===== src/rtl/enum_seq_pkg.sv =====
// Shared constants and types for the enumeration sequencer.
// Assumes an 8-bit byte stream toward the UART transmitter.
package enum_seq_pkg;
    localparam int unsigned BYTE_W = 8;
    localparam logic [7:0]  SYNC_A = 8'h55;
    localparam logic [7:0]  SYNC_B = 8'hAA;
    localparam logic [2:0]  TYPE_CHAIN_HALT = 3'd3;
    localparam logic [2:0]  TYPE_CHIP_CMD   = 3'd2;
    localparam logic [4:0]  CMD_HALT        = 5'd0;
    localparam logic [4:0]  CMD_SET_ADDR    = 5'd1;

    typedef enum logic [1:0] {
        ST_IDLE = 2'd0,
        ST_SEND = 2'd1,
        ST_GAP  = 2'd2
    } seq_state_t;

    typedef enum logic {
        FR_HALT = 1'b0,
        FR_ADDR = 1'b1
    } frame_kind_t;
endpackage


===== src/rtl/enum_frame_fmt.sv =====
// Frame formatter: picks the byte at a given index of a chain-halt or
// set-address frame and flags the final byte. Purely combinational.
// Assumes ADDR_W <= 8 so the address fits one byte.
module enum_frame_fmt
    import enum_seq_pkg::*;
#(
    parameter int unsigned ADDR_W = 8,
    parameter int unsigned IDX_W  = 2
) (
    input  frame_kind_t        kind_i,
    input  logic [IDX_W-1:0]   idx_i,
    input  logic [ADDR_W-1:0]  addr_i,
    output logic [BYTE_W-1:0]  byte_o,
    output logic               last_o
);
    localparam logic [IDX_W-1:0] HALT_LAST = IDX_W'(2);
    localparam logic [IDX_W-1:0] ADDR_LAST = IDX_W'(3);

    logic [BYTE_W-1:0] header;
    logic [BYTE_W-1:0] addr_byte;

    // Header byte: frame type in the top bits, command code below.
    always_comb begin
        if (kind_i == FR_HALT) header = {TYPE_CHAIN_HALT, CMD_HALT};
        else                   header = {TYPE_CHIP_CMD, CMD_SET_ADDR};
    end

    // Zero-extend the device address into one byte.
    always_comb begin
        addr_byte = '0;
        addr_byte[ADDR_W-1:0] = addr_i;
    end

    // Byte select by position within the frame.
    always_comb begin
        case (idx_i)
            IDX_W'(0): byte_o = SYNC_A;
            IDX_W'(1): byte_o = SYNC_B;
            IDX_W'(2): byte_o = header;
            default:   byte_o = addr_byte;
        endcase
    end

    // Final-byte flag depends on frame length.
    always_comb begin
        last_o = (kind_i == FR_HALT) ? (idx_i == HALT_LAST) : (idx_i == ADDR_LAST);
    end
endmodule


===== src/rtl/enum_gap_timer.sv =====
// Inter-frame gap timer: after load_i, expired_o stays low for
// GAP_CYCLES-1 cycles and is then high. With the sequencer this gives
// exactly GAP_CYCLES idle cycles. Assumes GAP_CYCLES >= 1.
module enum_gap_timer #(
    parameter int unsigned GAP_CYCLES = 4
) (
    input  logic clk,
    input  logic rst_n,
    input  logic load_i,
    output logic expired_o
);
    localparam int unsigned CNT_W = (GAP_CYCLES > 1) ? $clog2(GAP_CYCLES) : 1;
    localparam logic [CNT_W-1:0] LOAD_VAL = CNT_W'(GAP_CYCLES - 1);

    logic [CNT_W-1:0] cnt_q;

    // Load on frame end, count down to zero, hold there.
    always_ff @(posedge clk) begin
        if (!rst_n)              cnt_q <= '0;
        else if (load_i)         cnt_q <= LOAD_VAL;
        else if (cnt_q != '0)    cnt_q <= cnt_q - 1'b1;
    end

    assign expired_o = (cnt_q == '0);

    // a load always restarts a full gap when the gap is longer than one cycle.
    p_gap_restart_r7: assert property (@(posedge clk) disable iff (!rst_n)
        load_i |=> (expired_o == (GAP_CYCLES == 1)));
endmodule


===== src/rtl/enum_addr_track.sv =====
// Address and device tracker: holds the sampled step and target count,
// the next address to assign and the number of devices addressed.
// Assumes init_i and advance_i are never high in the same cycle.
module enum_addr_track #(
    parameter int unsigned ADDR_W = 8,
    parameter int unsigned CNT_W  = 8
) (
    input  logic              clk,
    input  logic              rst_n,
    input  logic              init_i,
    input  logic              advance_i,
    input  logic [ADDR_W-1:0] step_i,
    input  logic [CNT_W-1:0]  count_i,
    output logic [ADDR_W-1:0] addr_o,
    output logic [CNT_W-1:0]  sent_o,
    output logic              all_sent_o
);
    logic [ADDR_W-1:0] step_q;
    logic [CNT_W-1:0]  target_q;
    logic [ADDR_W-1:0] addr_q;
    logic [CNT_W-1:0]  sent_q;

    // Capture run parameters only when a run starts.
    always_ff @(posedge clk) begin
        if (!rst_n) begin
            step_q   <= '0;
            target_q <= '0;
        end else if (init_i) begin
            step_q   <= step_i;
            target_q <= count_i;
        end
    end

    // Next address and device counter, cleared at run start.
    always_ff @(posedge clk) begin
        if (!rst_n) begin
            addr_q <= '0;
            sent_q <= '0;
        end else if (init_i) begin
            addr_q <= '0;
            sent_q <= '0;
        end else if (advance_i) begin
            addr_q <= addr_q + step_q;
            sent_q <= sent_q + 1'b1;
        end
    end

    assign addr_o     = addr_q;
    assign sent_o     = sent_q;
    assign all_sent_o = (sent_q == target_q);

    // never more set-address frames than the sampled count.
    p_no_overcount_r3: assert property (@(posedge clk) disable iff (!rst_n)
        sent_q <= target_q);

    // each accepted advance moves the address by the sampled step.
    p_addr_step_r4: assert property (@(posedge clk) disable iff (!rst_n)
        (advance_i && !init_i) |=> (addr_q == $past(addr_q) + $past(step_q)));
endmodule


===== src/rtl/enum_chain_seq.sv =====
// Top of the enumeration sequencer. Sends one chain-halt frame and then
// one set-address frame per device on a valid/ready byte port, with a
// fixed idle gap after every frame. Assumes the downstream transmitter
// follows the usual valid/ready rule: a byte moves when both are high.
module enum_chain_seq
    import enum_seq_pkg::*;
#(
    parameter int unsigned ADDR_W     = 8,
    parameter int unsigned CNT_W      = 8,
    parameter int unsigned GAP_CYCLES = 4
) (
    input  logic              clk,
    input  logic              rst_n,
    input  logic              start_i,
    input  logic [ADDR_W-1:0] step_i,
    input  logic [CNT_W-1:0]  count_i,
    output logic              tx_valid_o,
    output logic [7:0]        tx_data_o,
    input  logic              tx_ready_i,
    output logic              busy_o,
    output logic              done_o,
    output logic [CNT_W-1:0]  addressed_o
);
    localparam int unsigned IDX_W = 2;

    seq_state_t        state_q;
    frame_kind_t       kind_q;
    logic [IDX_W-1:0]  idx_q;
    logic              done_q;

    logic              byte_last;
    logic              byte_take;
    logic              frame_end;
    logic              run_init;
    logic              gap_over;
    logic              all_sent;
    logic [ADDR_W-1:0] cur_addr;
    logic [CNT_W-1:0]  sent_cnt;
    logic [7:0]        cur_byte;

    // Handshake and event decode.
    always_comb begin
        byte_take = (state_q == ST_SEND) && tx_ready_i;
        frame_end = byte_take && byte_last;
        run_init  = (state_q == ST_IDLE) && start_i;
    end

    enum_frame_fmt #(
        .ADDR_W (ADDR_W),
        .IDX_W  (IDX_W)
    ) fmt_i (
        .kind_i (kind_q),
        .idx_i  (idx_q),
        .addr_i (cur_addr),
        .byte_o (cur_byte),
        .last_o (byte_last)
    );

    enum_gap_timer #(
        .GAP_CYCLES (GAP_CYCLES)
    ) gap_i (
        .clk       (clk),
        .rst_n     (rst_n),
        .load_i    (frame_end),
        .expired_o (gap_over)
    );

    enum_addr_track #(
        .ADDR_W (ADDR_W),
        .CNT_W  (CNT_W)
    ) trk_i (
        .clk        (clk),
        .rst_n      (rst_n),
        .init_i     (run_init),
        .advance_i  (frame_end && (kind_q == FR_ADDR)),
        .step_i     (step_i),
        .count_i    (count_i),
        .addr_o     (cur_addr),
        .sent_o     (sent_cnt),
        .all_sent_o (all_sent)
    );

    // Sequencer: idle, stream a frame byte by byte, then wait out the gap.
    always_ff @(posedge clk) begin
        if (!rst_n) begin
            state_q <= ST_IDLE;
            kind_q  <= FR_HALT;
            idx_q   <= '0;
            done_q  <= 1'b0;
        end else begin
            case (state_q)
                ST_IDLE: begin
                    if (start_i) begin
                        state_q <= ST_SEND;
                        kind_q  <= FR_HALT;
                        idx_q   <= '0;
                        done_q  <= 1'b0;
                    end
                end
                ST_SEND: begin
                    if (byte_take) begin
                        if (byte_last) begin
                            idx_q   <= '0;
                            state_q <= ST_GAP;
                        end else begin
                            idx_q <= idx_q + 1'b1;
                        end
                    end
                end
                ST_GAP: begin
                    if (gap_over) begin
                        if (all_sent) begin
                            state_q <= ST_IDLE;
                            done_q  <= 1'b1;
                        end else begin
                            kind_q  <= FR_ADDR;
                            state_q <= ST_SEND;
                        end
                    end
                end
                default: state_q <= ST_IDLE;
            endcase
        end
    end

    assign tx_valid_o  = (state_q == ST_SEND);
    assign tx_data_o   = cur_byte;
    assign busy_o      = (state_q != ST_IDLE);
    assign done_o      = done_q;
    assign addressed_o = sent_cnt;

    // a stalled byte is held unchanged until taken.
    p_hold_stall_r6: assert property (@(posedge clk) disable iff (!rst_n)
        (tx_valid_o && !tx_ready_i) |=> (tx_valid_o && $stable(tx_data_o)));

    // every frame opens with the first sync byte.
    p_sync_first_r2: assert property (@(posedge clk) disable iff (!rst_n)
        $rose(tx_valid_o) |-> (tx_data_o == SYNC_A));

    // a finished run is quiet and not busy.
    p_done_quiet_r8: assert property (@(posedge clk) disable iff (!rst_n)
        done_o |-> (!tx_valid_o && !busy_o));

    // a start while busy leaves the device counter untouched.
    p_start_ignored_r9: assert property (@(posedge clk) disable iff (!rst_n)
        (busy_o && start_i && !tx_valid_o) |=> $stable(addressed_o));
endmodule


===== config.mk =====
export PLATFORM = sky130hd
export DESIGN_NAME = enum_chain_seq
export DESIGN_NICKNAME = d
export VERILOG_FILES = /design/src/rtl/enum_seq_pkg.sv /design/src/rtl/enum_frame_fmt.sv /design/src/rtl/enum_gap_timer.sv /design/src/rtl/enum_addr_track.sv /design/src/rtl/enum_chain_seq.sv
export SDC_FILE = /design/constraint.sdc
export NUM_CORES = 1
export LEC_CHECK = 0
export BUFFER_PORTS_ARGS = -buffer_cell sky130_fd_sc_hd__buf_4
export CORE_MARGIN = 2
export CORE_UTILIZATION = 50
export DETAILED_ROUTE_END_ITERATION = 7
export GPL_TIMING_DRIVEN = 0
export PLACE_DENSITY = 0.76
export SLEW_MARGIN = 20
export SYNTH_ARGS = -nofsm -noshare
export SYNTH_HDL_FRONTEND = slang
export SYNTH_SLANG_ARGS = --single-unit
export TNS_END_PERCENT = 5

===== constraint.sdc =====
create_clock -name clk -period 2.2 [get_ports clk]
set_clock_uncertainty 0.2 [all_clocks]
set_input_delay 0.44 -clock clk [delete_from_list [all_inputs] [get_ports clk]]
set_output_delay 0.44 -clock clk [all_outputs]
set_load 0.03 [all_outputs]

==> results of run 1 <==
per-stage QoR:
stage / total power, mW / instances / hold slack (ns) / utilization, % / worst slack (ns)
after detailed placement: 1.09 / 347 / 0.263 / 61.7 / -0.0262
after global routing: 1.77 / 355 / 0.189 / 65.4 / -0.00764
after CTS: 1.69 / 355 / 0.176 / 64.9 / 0.00115
final: 1.69 / 355 / 0.178 / 65.4 / 0.0463
after global placement: 1.08 / 347 / 0.246 / 61.7 / 0.0164
after floorplan: 1.00 / 259 / 0.235 / - / -0.00497
timing repair:
action                     4_1_cts  5_1_grt
gates resized for setup          6       10
setup endpoints to repair        9       10
setup buffers                    0        0
gates cloned                     0        0
pin swaps                        0        0
area by class of cell:
cell class,instances,area share [%]
clock buffer,5,2.57
tap,50,2.34
sequential,40,30.0
buffer,11,2.90
multi-input combinational,201,48.9
inverter,7,0.983
timing repair buffer,38,10.7
clock inverter,3,1.59
cell usage after synthesis, drive strengths merged (2+ instances only):
library cell / count / share of area, %
o211ai: 3 / 1.0
nand2: 61 / 11
buf: 8 / 2.5
clkbuf: 3 / 0.52
ha: 13 / 7.5
nor3: 2 / 0.69
nand3b: 2 / 0.69
o21ai: 9 / 2.1
nor2b: 4 / 1.2
nor2: 17 / 3.2
xnor2: 15 / 6.0
xor2: 4 / 1.6
a21oi: 13 / 3.2
o21a: 3 / 1.0
dfxtp: 40 / 37
nand2b: 4 / 1.2
or3: 2 / 0.58
a21boi: 16 / 5.5
inv: 7 / 1.2
a21o: 2 / 0.75
and3: 3 / 0.86
mux2i: 2 / 0.92
nand3: 2 / 1.0
a211oi: 4 / 1.4
nand4: 5 / 1.4
worst reg2reg max path: cells and delay by family, from the launching register on:
family | cells | cell delay [ns]
multiplexers | 1 | 0.09
AO/OA/AOI/OAI | 4 | 0.72
adder cells (fa/ha/maj) | 2 | 0.65
flip-flops | 1 | 0.34
power breakdown:
| group | switching (mW) | total, mW | internal [mW] |
|---|---|---|---|
| sequential | 0.0208 | 0.781 | 0.760 |
| clock | 0.277 | 0.612 | 0.336 |
| combinational | 0.155 | 0.292 | 0.137 |
per-layer routing:
layer / GRT usage [%] / routed length [um] / vias to the layer above
met5: 0 / 0 / -
met4: 6.84 / 71 / 0
met3: 3.90 / 194 / 6
met2: 34.8 / 2330 / 49
met1: 27.3 / 2270 / 889
li1: - / - / 974
logic make-up after synthesis:
kind of cell	after synthesis	synth area share (%)
fa+ha+maj	14	8.41
flops	40	36.8
compound gates	57	17.8
simple gates	109	24.1
buf+inv	18	4.20
mux	2	0.921
xor+xnor	19	7.66
state kept, by name, summed over array words and instances, names as in the netlist:
register        count
trk_i.step_q        8
gap_i.cnt_q         2
kind_q              1
done_o              1
state_q             2
trk_i.sent_o        8
trk_i.addr_o        8
trk_i.target_q      8
idx_q               2
final timing paths:
kind,from,to,slack [ns],cells past startpoint
max,idx_q[0]$_SDFFE_PN0P_,tx_data_o[6],0.05,5
min,step_i[6],trk_i.step_q[6]$_SDFFE_PN0P_,0.18,3
max reg2reg,trk_i.addr_o[0]$_SDFFE_PP0P_,trk_i.addr_o[6]$_SDFFE_PP0P_,0.11,7
min reg2reg,trk_i.step_q[3]$_SDFFE_PN0P_,trk_i.step_q[3]$_SDFFE_PN0P_,0.27,2
==> reports/qor.yml, run 1 <==
cp-end-kind: "output pin"
path_clk_slew_ns: 0.08
num_vias: 1918
ant_nets: 0
fmax_mhz: 464
final_common_cell: "nand2_1"
cts_buffer_depth: 2
path_cells: "ha_1 > clkbuf_4 > clkbuf_8 > o21ai_1 > buf_4"
max-cap-violations: 0
drt_iter0_drc: 90
syn_nets: 293
initial_core_util_pct: 53.2
multiInputGateArea_sq_mm: 0.00131
detailed_place_hpwl_um: 3590
cts.htree.levels: 2
drv_slew: 0
ys_seq_area_share_pct: 36.8
drive_above_1_share_pct: 24.3
period_share_pct: 97.9
diodes: 0
final_area_sq_mm: 0.00267
drt-wirelength-per-cell_um: 13.7
drt-pass1-iter-count: 4
core_sq_mm: 0.00409
arrival_ns: 1.51
dieArea_sq_mm: 0.00489
hold_buffers: 0
antenna_found_initial: 0
drcViolationCount: 0
critPathTopFamily: "buffers and inverters"
cts_root_buffer: "clkbuf_8"
p_leak_nw: 1.12
synth_edf_count: 0
maxSlewHeadroom_pct: 65.4
cpMaxStageDelayCell: "dfxtp_2"
hold_path.class: "in -> reg"
grt_start_max_net_pins: 14
syn_avg_cell_area_sq_um: 8.39
slowest_delay_ns: 0.35
synth_cell_types: 50
cts_tree: "done"
rows: 23
n_fill_cell: 379
clock-sinks: 40
cellPowerDensity_mw_per_mm2: 630
peakVddDrop_uv: 337
numCtsBuffers: 5
dieWidth_um: 69.9
worstPathMaxFanout: 10
path_buf_inv: 3
fin_crit_ns: 2.15
vias_per_cell: 5.40
worst_setup_path_start_kind: "flop"
pin_count: 39
async_flop_share_pct: 0
wirelength_um: 4860
grt_pass1_wl_um: 8280
setup_tns_ns: 0
final_nets: 338
status: "finished, final reports clean"
die_h_um: 69.9
place.port_buffers: 38
grt_overflow: 0
finalHoldViolCount: 0
regArea_sq_um: 803
clock_latency_ns: 0.30
syn-cell-area_sq_mm: 0.00217
worst_pin_slew_ns: 0.518
final_cell_mix: "nand2_1, buf_4, dfxtp_1, nor2_1, xnor2_1"
synth-main-ff-cell: "dfxtp_1"
critPathRequiredTime_ns: 1.56
ys.warnings.count: 0
finalWeightedCongestion: 0.764
setup_viol: 0
gr-usage-all-layers_pct: 20.9
criticalPathCategory: "reg -> out"
grt_pass1_vias: 1787
ys_ff_latch: 40
synth_cells: 259
dpl_cell_area_sq_mm: 0.00252
rsz0062_at_grt: "yes"
syn2layout_area_growth_pct: 23.0
Note: power is estimated with default switching activity, not from simulation.
==> run 2, diff against run 1 <==
--- a/config.mk
+++ b/config.mk
@@ -7,10 +7,10 @@
 export LEC_CHECK = 0
 export BUFFER_PORTS_ARGS = -buffer_cell sky130_fd_sc_hd__buf_4
 export CORE_MARGIN = 2
-export CORE_UTILIZATION = 50
+export CORE_UTILIZATION = 55
 export DETAILED_ROUTE_END_ITERATION = 7
 export GPL_TIMING_DRIVEN = 0
-export PLACE_DENSITY = 0.76
+export PLACE_DENSITY = 0.79
 export SLEW_MARGIN = 20
 export SYNTH_ARGS = -nofsm -noshare
 export SYNTH_HDL_FRONTEND = slang
==> constraint.sdc (replaced) <==
create_clock -name clk -period 2.08 [get_ports clk]
set_clock_uncertainty 0.2 [all_clocks]
set_input_delay 0.416 -clock clk [delete_from_list [all_inputs] [get_ports clk]]
set_output_delay 0.416 -clock clk [all_outputs]
set_load 0.03 [all_outputs]
==> run 2 against run 1 <==
Against the previous run:
- worst setup slack worse by 0.017 ns
- sequential cell count unchanged
- final area up 5.0%
- global-route usage up 2.4 points
- non-clock buffer count up 9
- via count increased by 0.16%
- critical path depth rose by 2
- sequential share of layout area down 1.1 points
- clock-buffer cell count grew 1
- first-iteration DRC count is 1.1% higher
- critical endpoint is now trk_i.addr_o[6]$_SDFFE_PP0P_
- highest routed layer unchanged
==> reports/qor.yml, run 2 (same netlist as run 1, synthesis figures left out) <==
grt_pass1_wl_um: 7790
postLayoutCoreUtil_pct: 75.0
final_common_cell: "nand2_1"
fin_hold_ws_ns: 0.171
fmax_mhz: 488
final_cell_mix: "nand2_1, buf_4, dfxtp_1, nor2_1, xnor2_1"
finalHoldViolCount: 0
num_vias: 1921
criticalPathCategory: "reg -> reg"
place.port_buffers: 38
r2r_setup_slack_ns: 0.03
worst_setup_path_start_kind: "flop"
maxSlewHeadroom_pct: 70.9
cpMaxStageDelayCell: "fa_2"
rows: 22
path_cells: "ha_4 > fa_2 > a211oi_2 > o21bai_1 > a21oi_2 > mux2i_1 > a41o_1"
pin_count: 39
syn2layout_area_growth_pct: 29.1
antenna_found_initial: 0
max-cap-violations: 0
final_nets: 347
dieWidth_um: 66.9
cts_buffer_depth: 2
drt-pass1-iter-count: 7
fin_crit_ns: 2.05
critPathTopFamily: "compound AO/OA/AOI/OAI gates"
drv_slew: 0
drive_above_1_share_pct: 30.6
clock_latency_ns: 0.29
wirelength_um: 4900
finalWeightedCongestion: 0.827
setup_viol: 0
hold_path.class: "in -> reg"
die_h_um: 66.9
numCtsBuffers: 5
ant_nets: 0
period_share_pct: 98.6
status: "finished, final reports clean"
cp-end-kind: "flop"
arrival_ns: 2.04
worstPathMaxFanout: 3
worst_pin_slew_ns: 0.437
cts_tree: "done"
slowest_delay_ns: 0.38
core_sq_mm: 0.00374
p_leak_nw: 1.17
path_clk_slew_ns: 0.08
cts_root_buffer: "clkbuf_8"
vias_per_cell: 5.31
drt_iter0_drc: 91
dieArea_sq_mm: 0.00447
drcViolationCount: 0
grt_overflow: 0
peakVddDrop_uv: 456
gr-usage-all-layers_pct: 23.3
path_buf_inv: 0
diodes: 0
critPathRequiredTime_ns: 2.07
hold_buffers: 0
drt-wirelength-per-cell_um: 13.5
grt_start_max_net_pins: 13
grt_pass1_vias: 1661
initial_core_util_pct: 58.1
detailed_place_hpwl_um: 3360
clock-sinks: 40
cts.htree.levels: 2
cellPowerDensity_mw_per_mm2: 627
run 2: worst reg2reg max path: stages (launching register included):
cell and delay, ns:
dfxtp_2 0.34, ha_4 0.18, fa_2 0.38, a211oi_2 0.24, o21bai_1 0.14, a21oi_2 0.18, mux2i_1 0.09, a41o_1 0.20
run 2: power by group:
group / leakage (nW) / internal, mW / switching, mW
Combinational: 0.785 / 0.151 / 0.168
Clock: 0.0552 / 0.356 / 0.260
Sequential: 0.329 / 0.803 / 0.0217
Total: 1.17 / 1.31 / 0.450
run 2: metal layers:
metal  vias up  share of wire, %  GRT usage (%)
li1        995                 -              -
met1       873                48           31.5
met2        43                46           35.6
met3        10               4.0           5.74
met4         0               2.2           9.18
met5         -                 0              0
run 2: through the flow:
step	worst slack, ns	cell area, sq um	total power [mW]	std cells	TNS, ns
global route	-0.0392	2810	1.87	362	-0.0627
detailed placement	-0.170	2520	1.15	345	-0.174
floorplan	-0.101	2170	1.06	259	-0.212
CTS	0.000570	2710	1.77	358	0
finish	0.0291	2810	1.76	362	0
global placement	-0.129	2520	1.14	345	-0.129
run 2: worst paths after layout:
kind | from | end | cells past startpoint
max | trk_i.addr_o[0]$_SDFFE_PP0P_ | trk_i.addr_o[6]$_SDFFE_PP0P_ | 7
min reg2reg | trk_i.step_q[6]$_SDFFE_PN0P_ | trk_i.step_q[6]$_SDFFE_PN0P_ | 2
max reg2reg | trk_i.addr_o[0]$_SDFFE_PP0P_ | trk_i.addr_o[6]$_SDFFE_PP0P_ | 7
min | count_i[3] | trk_i.target_q[3]$_SDFFE_PN0P_ | 3
run 2: cell type report:
| cell class | instances | area, sq um |
|---|---|---|
| well taps | 48 | 60.1 |
| fillers | 287 | 937 |
| repair buffers | 47 | 364 |
| inverters | 7 | 26.3 |
| flip-flops and latches | 40 | 813 |
| multi-input cells | 201 | 1350 |
| plain buffers | 11 | 81.3 |
| clock buffers | 6 | 72.6 |
| clock inverters | 2 | 35.0 |
run 2: repair_timing:
item                                    4_1_cts  5_1_grt
endpoints found under the setup margin        9        9
pin swaps                                     6        5
resized for setup                            18       20
buffers inserted                              4        4
cloned                                        1        0
